`src/rtl/fl_pkg.sv`:
```
package fl_pkg;

    typedef enum logic [2:0] {
        OP_ADD  = 3'd0,
        OP_SUB  = 3'd1,
        OP_CMP  = 3'd2,
        OP_AND  = 3'd3,
        OP_OR   = 3'd4,
        OP_XOR  = 3'd5,
        OP_RSV6 = 3'd6,
        OP_RSV7 = 3'd7
    } op_e;

    typedef enum logic [3:0] {
        CC_ALWAYS = 4'd0,
        CC_EQ     = 4'd1,
        CC_NE     = 4'd2,
        CC_NEG    = 4'd3,
        CC_NNEG   = 4'd4,
        CC_SGT    = 4'd5,
        CC_SGE    = 4'd6,
        CC_SLT    = 4'd7,
        CC_SLE    = 4'd8,
        CC_UGT    = 4'd9,
        CC_ULT    = 4'd10
    } cc_e;

    typedef struct packed {
        logic c;
        logic z;
        logic s;
        logic o;
    } flags_t;

    localparam int CC_W     = 4;
    localparam int CC_COUNT = 1 << CC_W;

    function automatic logic cc_eval(input logic [CC_W-1:0] code, input flags_t f);
        logic lt;
        lt = f.s ^ f.o;
        case (code)
            CC_ALWAYS: return 1'b1;
            CC_EQ:     return f.z;
            CC_NE:     return ~f.z;
            CC_NEG:    return f.s;
            CC_NNEG:   return ~f.s;
            CC_SGT:    return ~lt & ~f.z;
            CC_SGE:    return ~lt;
            CC_SLT:    return lt;
            CC_SLE:    return lt | f.z;
            CC_UGT:    return ~f.c & ~f.z;
            CC_ULT:    return f.c;
            default:   return 1'b0;
        endcase
    endfunction

endpackage

```
`src/rtl/fl_arith.sv`:
```
module fl_arith
    import fl_pkg::*;
#(
    parameter int DATA_W = 64
) (
    input  logic              op_valid,
    input  logic [2:0]        op_sel,
    input  logic [DATA_W-1:0] a,
    input  logic [DATA_W-1:0] b,
    output logic [DATA_W-1:0] value,
    output flags_t            next_flags,
    output logic              upd_flags,
    output logic              wr_dest
);
    localparam int MSB = DATA_W - 1;

    op_e              op;
    logic [DATA_W:0]  sum_ext;
    logic [DATA_W:0]  dif_ext;
    logic             add_ovf;
    logic             sub_ovf;
    logic             cy;
    logic             ov;
    logic             known;

    assign op      = op_e'(op_sel);
    assign sum_ext = {1'b0, a} + {1'b0, b};
    assign dif_ext = {1'b0, a} - {1'b0, b};
    assign add_ovf = (a[MSB] == b[MSB]) && (sum_ext[MSB] != a[MSB]);
    assign sub_ovf = (a[MSB] != b[MSB]) && (dif_ext[MSB] != a[MSB]);

    always_comb begin
        value = '0;
        cy    = 1'b0;
        ov    = 1'b0;
        known = 1'b1;
        wr_dest = 1'b0;
        unique case (op)
            OP_ADD: begin
                value   = sum_ext[MSB:0];
                cy      = sum_ext[DATA_W];
                ov      = add_ovf;
                wr_dest = 1'b1;
            end
            OP_SUB: begin
                value   = dif_ext[MSB:0];
                cy      = dif_ext[DATA_W];
                ov      = sub_ovf;
                wr_dest = 1'b1;
            end
            OP_CMP: begin
                value = dif_ext[MSB:0];
                cy    = dif_ext[DATA_W];
                ov    = sub_ovf;
            end
            OP_AND: begin
                value   = a & b;
                wr_dest = 1'b1;
            end
            OP_OR: begin
                value   = a | b;
                wr_dest = 1'b1;
            end
            OP_XOR: begin
                value   = a ^ b;
                wr_dest = 1'b1;
            end
            OP_RSV6, OP_RSV7: begin
                known = 1'b0;
            end
        endcase
        next_flags.c = cy;
        next_flags.z = (value == '0);
        next_flags.s = value[MSB];
        next_flags.o = ov;
        upd_flags    = op_valid && known;
        wr_dest      = wr_dest && op_valid;
    end

endmodule

```
`src/rtl/fl_status.sv`:
```
module fl_status
    import fl_pkg::*;
#(
    parameter int DATA_W = 64
) (
    input  logic              clk,
    input  logic              rst_n,
    input  logic              upd_flags,
    input  logic              wr_dest,
    input  flags_t            next_flags,
    input  logic [DATA_W-1:0] value,
    output flags_t            flags_q,
    output logic [DATA_W-1:0] result_q,
    output logic              we_q
);
    always_ff @(posedge clk) begin
        if (!rst_n) begin
            flags_q  <= '0;
            result_q <= '0;
            we_q     <= 1'b0;
        end else begin
            we_q <= wr_dest;
            if (upd_flags) begin
                flags_q <= next_flags;
            end
            if (wr_dest) begin
                result_q <= value;
            end
        end
    end

    // nothing changes without an accepted op
    a_r7_hold_without_update: assert property (@(posedge clk) disable iff (!rst_n)
        (!upd_flags && !wr_dest) |=> ($stable(flags_q) && $stable(result_q) && !we_q));

    // written result and stored zero/sign flags agree
    a_r5_zero_sign_match: assert property (@(posedge clk) disable iff (!rst_n)
        we_q |-> ((flags_q.z == (result_q == '0)) && (flags_q.s == result_q[DATA_W-1])));

endmodule

```
`src/rtl/fl_cond.sv`:
```
module fl_cond
    import fl_pkg::*;
(
    input  flags_t          flags,
    input  logic [CC_W-1:0] cond_sel,
    output logic            take
);
    logic [CC_COUNT-1:0] pred;

    for (genvar i = 0; i < CC_COUNT; i++) begin : g_pred
        assign pred[i] = cc_eval(CC_W'(i), flags);
    end

    assign take = pred[cond_sel];

    always_comb begin
        // the unconditional code always takes the branch
        a_r9_always_taken: assert (!(cond_sel == CC_ALWAYS) || take);
        // greater and less-or-equal are complementary
        a_r10_gt_le_split: assert (pred[CC_SGT] != pred[CC_SLE]);
    end

endmodule

```
`src/rtl/flag_branch_unit.sv`:
```
module flag_branch_unit
    import fl_pkg::*;
#(
    parameter int DATA_W = 64
) (
    input  logic              clk,
    input  logic              rst_n,
    input  logic              op_valid,
    input  logic [2:0]        op_sel,
    input  logic [DATA_W-1:0] opnd_a,
    input  logic [DATA_W-1:0] opnd_b,
    input  logic [3:0]        cond_sel,
    output logic [DATA_W-1:0] result,
    output logic              result_we,
    output logic              flag_c,
    output logic              flag_z,
    output logic              flag_s,
    output logic              flag_o,
    output logic              take_branch
);
    logic [DATA_W-1:0] value;
    flags_t            next_flags;
    flags_t            flags_q;
    logic              upd_flags;
    logic              wr_dest;

    fl_arith #(.DATA_W(DATA_W)) u_arith (
        .op_valid   (op_valid),
        .op_sel     (op_sel),
        .a          (opnd_a),
        .b          (opnd_b),
        .value      (value),
        .next_flags (next_flags),
        .upd_flags  (upd_flags),
        .wr_dest    (wr_dest)
    );

    fl_status #(.DATA_W(DATA_W)) u_status (
        .clk        (clk),
        .rst_n      (rst_n),
        .upd_flags  (upd_flags),
        .wr_dest    (wr_dest),
        .next_flags (next_flags),
        .value      (value),
        .flags_q    (flags_q),
        .result_q   (result),
        .we_q       (result_we)
    );

    fl_cond u_cond (
        .flags    (flags_q),
        .cond_sel (cond_sel),
        .take     (take_branch)
    );

    assign flag_c = flags_q.c;
    assign flag_z = flags_q.z;
    assign flag_s = flags_q.s;
    assign flag_o = flags_q.o;

    // a compare never requests a destination write
    a_r4_cmp_no_write: assert property (@(posedge clk) disable iff (!rst_n)
        (op_valid && op_sel == OP_CMP) |=> (!result_we && $stable(result)));

    // logical ops leave carry and overflow clear
    a_r6_logic_clears: assert property (@(posedge clk) disable iff (!rst_n)
        (op_valid && (op_sel == OP_AND || op_sel == OP_OR || op_sel == OP_XOR))
        |=> (!flag_c && !flag_o));

    // idle cycles keep the status register
    a_r7_idle_stable: assert property (@(posedge clk) disable iff (!rst_n)
        !op_valid |=> ($stable({flag_c, flag_z, flag_s, flag_o}) && !result_we));

    // a writing op raises the strobe on the next cycle
    a_r8_we_follows: assert property (@(posedge clk) disable iff (!rst_n)
        (op_valid && op_sel inside {OP_ADD, OP_SUB, OP_AND, OP_OR, OP_XOR}) |=> result_we);

endmodule

```
`config.mk`:
```
export PLATFORM = sky130hd
export DESIGN_NAME = flag_branch_unit
export DESIGN_NICKNAME = d
export VERILOG_FILES = /design/src/rtl/fl_pkg.sv /design/src/rtl/fl_arith.sv /design/src/rtl/fl_status.sv /design/src/rtl/fl_cond.sv /design/src/rtl/flag_branch_unit.sv
export SDC_FILE = /design/constraint.sdc
export NUM_CORES = 1
export LEC_CHECK = 0
export ABC_AREA = 0
export BUFFER_PORTS_ARGS = -buffer_cell sky130_fd_sc_hd__buf_2
export CAP_MARGIN = 20
export CORE_MARGIN = 2
export CORE_UTILIZATION = 30
export CTS_BUF_LIST = sky130_fd_sc_hd__clkbuf_4
export CTS_CLUSTER_DIAMETER = 150
export DETAILED_ROUTE_END_ITERATION = 10
export HOLD_SLACK_MARGIN = 0.06
export SYNTH_ARGS = -nofsm -noshare
export SYNTH_HDL_FRONTEND = slang
export SYNTH_SLANG_ARGS = --single-unit
```
`constraint.sdc`:
```
create_clock -name clk -period 6.3 [get_ports clk]
set_input_delay 0.315 -clock clk [delete_from_list [all_inputs] [get_ports clk]]
set_output_delay 0.315 -clock clk [all_outputs]
set_load 0.01 [all_outputs]
```
==> flow_summary.yaml, run 1 <==
synthesis:
  synthesis.nets: 2619
  netlist.area_leader.share_pct: 17.2
  synth_top_family_by_area: "compound AO/OA/AOI/OAI gates"
  synth-seq-cells: 69
  ys_seq_area_share_pct: 9.12
  async_flop_share_pct: 0
  yosysMostFrequentCell: "nor2_1"
  synth.area.top_cells: "ha_1 (17%), dfxtp_1 (9.1%), a21oi_1 (8.1%)"
  muxShareOfSynthArea_pct: 1.68
  synthSimpleGateAreaFrac_pct: 23.8
  synth_compound_area_share_pct: 38.0
  ys_warn_count: 0
  synth_top_area_cell: "ha_1"
  synth_xor_area_share_pct: 1.04
  synth_cells: 2271
  synth_ff_type: "dfxtp_1"
  netlist_area_sq_um: 15100
  avgSynthCellArea_sq_um: 6.67
  synthAdderAreaFrac_pct: 17.4
  netlist_top_cells_count: "nor2_1 (264), a21oi_1 (244), ha_1 (208), inv_1 (205), nand2_1 (150)"
  yosysUniqueCellTypes: 87
  synth_edf_count: 0
drt:
  drt_iter0_markers: 2098
  via_per_inst: 6.13
  wire_per_inst_um: 25.1
  drc_errors: 0
  met1Wirelength_um: 33400
  drt-pass1-iter-count: 6
  dr_wl_met2_um: 34500
  wl_met3_um: 6040
  via_count: 18900
  routed.top_layer: "met4"
  antenna_left: 0
  wirelength_um: 77400
clock_tree:
  tritoncts: "yes"
  path_clk_slew_ns: 0.17
  clk_latency_ns: 0.51
  hold_buffers: 0
  root_buffer: "clkbuf_4"
  cts_setup_buffers: 0
  clkSinkCount: 69
  numCtsBuffers: 9
  clockBufferDepth: 2
  htree_num_levels: 3
  cts_resized: 0
critical_path:
  path_cells: "buf_2 -> ha_1 -> fa_1 -> a211oi_1 -> o21ai_1 -> buf_4 -> a41o_1 -> a21oi_1 -> o211ai_1 -> a31oi_1 -> o21bai_1 -> a221oi_2 -> nand3_1 -> or4_1 -> or4_1 -> o31ai_2"
  startpoint_type: "primary input"
  critPathKind: "primary input to flop"
  critPathMaxStageDelay_ns: 0.66
  reg2reg_to: "u_status.result_q[37]"
  end_kind: "flop"
  r2r_start: "u_status.result_q[37]"
  cp_top_family: "compound AO/OA/AOI/OAI gates"
  crit_top_cell: "or4_1"
  rrSetupSlack_ns: 5.45
  crit_start: "opnd_a[0]"
  reg2reg_depth: 2
  crit_slowest_cell: "a31oi_1"
  path_buf_inv: 2
  cp.required_ns: 6.79
  cp_max_fo: 7
  cp_data_arrival_time_ns: 5.81
sta:
  hold_viol_final: 0
  max_freq_ghz: 0.188
  min_period_over_period_pct: 84.4
  slew-limit-headroom_pct: 27.7
  fin_setup_tns_ns: 0
  worstMarginPinSlew_ns: 1.08
  finalCriticalPeriod_ns: 5.32
  drv_slew: 0
  setup_viol: 0
  whs_ns: 0.215
  finClkSkew_ns: 0
  rsz0062_at_grt: "false"
power_and_ir_drop:
  p_leak_nw: 7.46
  peakVddDrop_mv: 0.0646
  power_mw: 2.49
  power_density_nw_per_um2: 146
run:
  cap_viol_max_count: 0
min_path:
  worstHoldPathType: "primary input to flop"
  min_path_cells: 3
  hp-start: "rst_n"
  hold_end: "u_status.result_q[16]"
layout:
  final_cells: 3080
  nets: 2745
  area_growth_pct: 12.8
  layout-drive-gt1-share_pct: 14.0
die:
  dieArea_sq_um: 52300
  io_pins: 208
  floorplan.initialDensity_pct: 30.3
  fp.dieH_um: 229
  dieWidth_um: 229
  core_area_sq_um: 50000
  num_rows: 82
run_status:
  outcome: "finished clean"
place:
  port_buffers: 207
  place_hpwl_um: 61500
  place_inst: 3056
  gp_congestion: 1.02
global_routing:
  antenna_found_initial: 3
  grt_max_degree: 102
  grt_pass1_vias: 18100
  grtUsageTotal_pct: 28.5
  grt_overflow_total: 0
  grt_pass1_wl_um: 115000
==> area by class of cell <==
class                   instances  area, sq um
repair buffers                259         1480
fillers                      5489        32900
flip-flops and latches         69         1380
clock inverters                 7         65.1
clock buffers                   9         67.6
multi-input cells            1850        12500
inverters                     208          781
well taps                     672          841
diodes                          6         15.0
==> through the flow <==
stage          area [sq um]  util (%)  worst slack [ns]
2_1_floorplan         15100         -              2.08
3_3_place_gp          16900      33.8             0.565
3_5_place_dp          16900      33.8             0.499
4_1_cts               17000      34.1              1.05
5_1_grt               17100      34.2             0.842
6_report              17100      34.2             0.982
==> logic make-up (layout without fill, tap and decap cells) <==
group / Yosys count / count (layout)
adders and majority gates: 210 / 210
and+or+nand+nor: 753 / 753
other: 0 / 6
DFF: 69 / 69
AOI/OAI and AO/OA: 844 / 844
xor gates and xnor gates: 18 / 18
muxes: 25 / 25
buffers and inverters: 352 / 483
==> worst register-to-register path: cells and delay by family, from the launching register on <==
| family | cells | cell delay, ns |
|---|---|---|
| flip-flops | 1 | 0.50 |
| AO/OA/AOI/OAI | 1 | 0.20 |
| AND/OR/NAND/NOR | 1 | 0.09 |
==> metal layers <==
| layer | up-vias | GRT usage [%] |
|---|---|---|
| li1 | 8676 | - |
| met1 | 9070 | 37.9 |
| met2 | 965 | 45.9 |
| met3 | 175 | 4.62 |
| met4 | 0 | 11.3 |
| met5 | - | 0 |
==> sequential cells by signal, summed over array words and instances (netlist names) <==
name               count
u_status.result_q     64
u_status.we_q          1
u_status.flags_q       4
==> worst max path at each step <==
stage                     endpoint  slack, ns  cells past startpoint
2_1_floorplan  u_status.flags_q[2]       2.08                     16
3_5_place_dp   u_status.flags_q[2]       0.50                     16
3_3_place_gp   u_status.flags_q[2]       0.56                     16
6_report       u_status.flags_q[2]       0.98                     16
4_1_cts        u_status.flags_q[2]       1.05                     16
5_1_grt        u_status.flags_q[2]       0.84                     16
==> report_power, final <==
part / internal [mW] / total [mW] / switching, mW
sequential: 0.473 / 0.503 / 0.0294
combinational: 0.538 / 1.66 / 1.12
clock: 0.0899 / 0.323 / 0.233
total: 1.10 / 2.49 / 1.38
==> cell usage in the layout (no fill, tap or decap), types with 15 or more instances in the layout <==
cell type  count
mux2i_1       22
buf_4         48
xnor2_1       15
a21o_1        23
nor3_1        68
and3_1        15
o221ai_1      36
dfxtp_1       69
a221oi_1      27
nand3_1       47
a21oi_1      244
nand2b_1      16
o211ai_1      32
and2_1        16
buf_2        207
nor4_1        47
nor2b_1       20
o21ai_0      115
a22oi_1       21
nor2_1       261
or2_2         15
a211oi_1      67
ha_1         208
o22ai_1       22
nand4_1       43
inv_1        203
o21bai_1      19
nand2_1      149
a31oi_1       26
o31ai_1       42
Power figures use the tool's default switching activity.
==> run 2, diff against run 1 <==
clock period = 4.6 ns   (was 6.3 ns; I/O delays follow)
==> flow_summary.yaml, run 2 (synthesis gave the netlist of run 1 again) <==
run_status:
  outcome: "finished clean"
power_and_ir_drop:
  power.switching_mw: 2.02
  combinationalPowerShare_pct: 71.3
  power_density_nw_per_um2: 195
  power_mw: 3.92
  p_leak_nw: 9.38
  p_int_mw: 1.91
  power_frac_clock_pct: 11.1
  seqPwrFrac_pct: 17.6
  peakVddDrop_mv: 0.0920
  swShare_pct: 51.4
clock_tree:
  cts_setup_buffers: 0
  path_clk_slew_ns: 0.17
  clkSinkCount: 69
  tritoncts: "yes"
  htree_num_levels: 3
  clockBufferDepth: 2
  root_buffer: "clkbuf_4"
  clk_latency_ns: 0.54
  hold_buffers: 0
  numCtsBuffers: 9
sta:
  min_period_over_period_pct: 97.9
  worstMarginPinSlew_ns: 0.945
  setup_viol: 0
  whs_ns: 0.124
  worst_slack_ns: 0.0957
  fin_setup_tns_ns: 0
  finalCriticalPeriod_ns: 4.50
  rsz0062_at_grt: "false"
  finClkSkew_ns: 0
  slew-limit-headroom_pct: 36.4
  hold_viol_final: 0
  max_freq_ghz: 0.222
  drv_slew: 0
drt:
  wire_per_inst_um: 24.0
  via_per_inst: 5.93
  antenna_left: 0
  drt-pass1-iter-count: 6
  drt_iter0_markers: 1910
  drc_errors: 0
  wirelength_um: 83000
  via_count: 20600
critical_path:
  rrSetupSlack_ns: 3.77
  cp_data_arrival_time_ns: 4.99
  end_kind: "flop"
  startpoint_type: "primary input"
  reg2reg_depth: 2
  reg2reg_to: "u_status.result_q[33]"
  r2r_start: "u_status.result_q[33]"
  cp_max_fo: 8
  critPathKind: "primary input to flop"
  cp.required_ns: 5.09
layout:
  layout-drive-gt1-share_pct: 26.2
  reg.largest.list: "u_status.result_q: 64 flops, u_status.flags_q: 4 flops, u_status.we_q: 1 flops"
  final_cells: 3466
  num-fill-cells: 5389
  final_cell_area_sq_um: 20100
  final_cell_mix: "buf_4 (435), nor2_1 (262), a21oi_1 (244)"
  area_growth_pct: 32.6
  nets: 3136
  final_common_cell: "buf_4"
  top_register: "u_status.result_q"
  largest_reg_flops: 64
  final_util_pct: 40.2
global_routing:
  grt_max_degree: 102
  antenna_found_initial: 2
  grt_pass1_vias: 20100
  grt_overflow_total: 0
  grtUsageTotal_pct: 30.6
  grt_pass1_wl_um: 124000
die:
  fp.dieH_um: 229
  dieWidth_um: 229
  num_rows: 82
  floorplan.initialDensity_pct: 30.3
  io_pins: 208
  core_area_sq_um: 50000
  dieArea_sq_um: 52300
place:
  port_buffers: 207
  place_ws_ns: -0.681
  place_inst: 3448
  place_hpwl_um: 67000
  dpl_cell_area_sq_um: 19900
  gp_congestion: 1.02
min_path:
  worstHoldPathType: "primary input to flop"
  hp-start: "rst_n"
  hold_end: "u_status.result_q[6]"
  min_path_cells: 3
run:
  cap_viol_max_count: 0
[run 2: cell count changes in the layout (fill, tap and decap cells not counted), sizes merged]
cell,change
inv,+1
diode,-5
dlymetal6s2s,-1
clkinv,-1
buf,+392
[run 2: layout make-up]
class / count / area, sq um / area share (%)
Antenna cell: 1 / 2.50 / 0.0125
Clock buffer: 9 / 67.6 / 0.336
Clock inverter: 7 / 62.6 / 0.311
Multi-Input combinational cell: 1850 / 12500 / 62.1
Timing Repair Buffer: 650 / 4470 / 22.2
Inverter: 208 / 781 / 3.89
Tap cell: 672 / 841 / 4.18
Sequential cell: 69 / 1380 / 6.88
[run 2: how the worst max path moves through the flow]
stage,from,depth (start not counted),slack [ns],end
after detailed placement,opnd_b[12],18,-0.68,u_status.flags_q[2]
final,opnd_b[10],19,0.1,u_status.flags_q[2]
after CTS,opnd_b[12],18,0.03,u_status.flags_q[2]
after global routing,opnd_b[10],19,0.003,u_status.flags_q[2]
after floorplan,opnd_a[3],16,0.46,u_status.flags_q[2]
after global placement,opnd_b[12],18,-0.75,u_status.flags_q[2]
[run 2: timing repair]
action                                  CTS  global route
endpoints found under the hold margin     0             0
resized for setup                         1             6
cloned                                    0             0
pin swaps                                 0             0
endpoints found under the setup margin    1             1
[run 2: per-layer routing]
metal	up-vias	global-route usage (%)	part of all wire, %
met1	9766	40.3	43
met3	226	4.35	8.1
li1	9458	-	-
met2	1102	49.1	44
met4	0	14.3	5.3
met5	-	0	0
[run 2: power by group through the flow]
stage / registers, mW / clock network [mW] / logic, mW
CTS: 0.689 / 0.445 / 2.72
floorplan: 0.710 / 0 / 1.35
global route: 0.695 / 0.462 / 2.98
finish: 0.690 / 0.436 / 2.80
global placement: 0.700 / 0 / 2.70
detailed placement: 0.702 / 0 / 2.71
[run 2: worst max-delay path: stages]
cell     delay, ns
buf_2         0.10
inv_1         0.05
ha_1          0.37
buf_4         0.21
nor4_1        0.48
nand2_1       0.10
a21oi_1       0.24
buf_4         0.17
buf_4         0.11
nor3_1        0.09
o21ai_0       0.62
buf_4         0.23
mux2i_1       0.07
a21o_1        0.28
a211o_1       0.33
nor4_1        0.43
nand4_1       0.22
or4_1         0.47
o31ai_2       0.18
==> run 3, diff against run 2 <==
CTS_BUF_LIST = sky130_fd_sc_hd__clkbuf_8 sky130_fd_sc_hd__clkbuf_16   (was sky130_fd_sc_hd__clkbuf_4)
==> flow_summary.yaml, run 3 (synthesis gave the netlist of run 1 again) <==
layout:
  reg.largest.list: "u_status.result_q: 64 flops, u_status.flags_q: 4 flops, u_status.we_q: 1 flops"
  final_cell_area_sq_um: 20300
  final_cell_mix: "buf_4 (437), nor2_1 (262), a21oi_1 (241)"
  largest_reg_flops: 64
  layout-drive-gt1-share_pct: 26.6
  insertedDiodeCount: 0
  final_common_cell: "buf_4"
  top_register: "u_status.result_q"
  nets: 3138
  area_growth_pct: 34.1
clock_tree:
  path_clk_slew_ns: 0.07
  tritoncts: "yes"
  clkSinkCount: 69
  hold_buffers: 0
  root_buffer: "clkbuf_16"
  clockBufferDepth: 2
  numCtsBuffers: 9
  htree_num_levels: 3
  clk_latency_ns: 0.38
global_routing:
  grt_pass1_vias: 20100
  grt_overflow_total: 0
  grt_max_degree: 102
  antenna_found_initial: 1
  grtUsageTotal_pct: 30.6
  grt_pass1_wl_um: 124000
power_and_ir_drop:
  p_leak_nw: 9.46
  power_density_nw_per_um2: 208
  peakVddDrop_mv: 0.181
sta:
  min_period_over_period_pct: 97.8
  setup_viol: 0
  worstMarginPinSlew_ns: 0.948
  max_freq_ghz: 0.222
  rsz0062_at_grt: "false"
  hold_viol_final: 0
  drv_slew: 0
  worst_slack_ns: 0.103
  slew-limit-headroom_pct: 36.2
  finalCriticalPeriod_ns: 4.50
  finClkSkew_ns: 0
run_status:
  outcome: "finished clean"
die:
  num_rows: 82
  dieArea_sq_um: 52300
  io_pins: 208
  dieWidth_um: 229
  core_area_sq_um: 50000
  fp.dieH_um: 229
  floorplan.initialDensity_pct: 30.3
critical_path:
  startpoint_type: "primary input"
  cp_max_fo: 6
  end_kind: "flop"
  critPathKind: "primary input to flop"
  cp_data_arrival_time_ns: 4.79
  cp.required_ns: 4.90
drt:
  wirelength_um: 82900
  wire_per_inst_um: 23.9
  drt_iter0_markers: 2053
  antenna_left: 0
  drt-pass1-iter-count: 9
  via_per_inst: 5.94
  drc_errors: 0
  via_count: 20600
place:
  dpl_cell_area_sq_um: 19900
  port_buffers: 207
  gp_congestion: 1.02
  place_hpwl_um: 67000
  place_ws_ns: -0.681
min_path:
  worstHoldPathType: "primary input to flop"
run:
  cap_viol_max_count: 0
-- run 3: cell types whose count changed in the layout (fill, tap and decap cells not counted), sizes merged --
cell and delta:
diode -1, buf +2
-- run 3: worst max-delay path, stage by stage --
cell,delay (ns)
buf_2,0.11
ha_1,0.24
fa_1,0.44
a211oi_1,0.34
o21ai_1,0.13
buf_4,0.18
a41o_1,0.23
a21oi_1,0.29
buf_4,0.19
o21ai_0,0.11
a32o_1,0.27
a21oi_1,0.31
nor4b_2,0.35
nand3_1,0.21
nor4_2,0.35
nand4_1,0.18
or4_1,0.46
o31ai_2,0.19
-- run 3: metrics by stage --
step / TNS, ns / std cells / util, % / hold WS, ns / total power [mW]
finish: 0 / 3467 / 40.6 / 0.340 / 4.23
floorplan: 0 / 2271 / - / 0.368 / 2.06
detailed placement: -0.701 / 3448 / 39.8 / 0.452 / 3.41
global placement: -1.06 / 3448 / 39.8 / 0.446 / 3.40
CTS: 0 / 3464 / 40.4 / 0.319 / 4.15
global route: 0 / 3467 / 40.6 / 0.361 / 4.44
-- run 3: area by class of cell --
| class | count | area (sq um) |
|---|---|---|
| Clock buffer | 9 | 225 |
| Clock inverter | 7 | 62.6 |
| Fill cell | 5376 | 29700 |
| Inverter | 208 | 781 |
| Multi-Input combinational cell | 1850 | 12500 |
| Sequential cell | 69 | 1380 |
| Tap cell | 672 | 841 |
| Timing Repair Buffer | 652 | 4480 |
-- run 3: routing by layer --
| metal | vias up | GRT usage (%) | wire length (um) |
|---|---|---|---|
| met5 | - | 0 | 0 |
| met4 | 0 | 14.3 | 4510 |
| met1 | 9820 | 40.2 | 35600 |
| met2 | 1084 | 49.0 | 36400 |
| met3 | 237 | 4.68 | 6480 |
| li1 | 9466 | - | - |
-- run 3: worst paths after layout --
check	start	end	slack (ns)	cells after the start
min reg2reg	u_status.result_q[15]	u_status.result_q[15]	0.46	2
max reg2reg	u_status.result_q[36]	u_status.result_q[36]	3.77	2
min	rst_n	u_status.result_q[6]	0.34	3
max	opnd_a[0]	u_status.flags_q[2]	0.10	18
-- run 3: repair_timing --
| action | in CTS | in global routing |
|---|---|---|
| resized for setup | 5 | 13 |
| setup buffers | 0 | 2 |
| pin swaps | 0 | 3 |
| setup endpoints to repair | 1 | 1 |
-- run 3: where the power goes --
| group | internal (mW) | switching (mW) | total, mW |
|---|---|---|---|
| Clock | 0.378 | 0.350 | 0.727 |
| Sequential | 0.648 | 0.0412 | 0.690 |
| Combinational | 1.14 | 1.67 | 2.81 |
| Total | 2.17 | 2.06 | 4.23 |
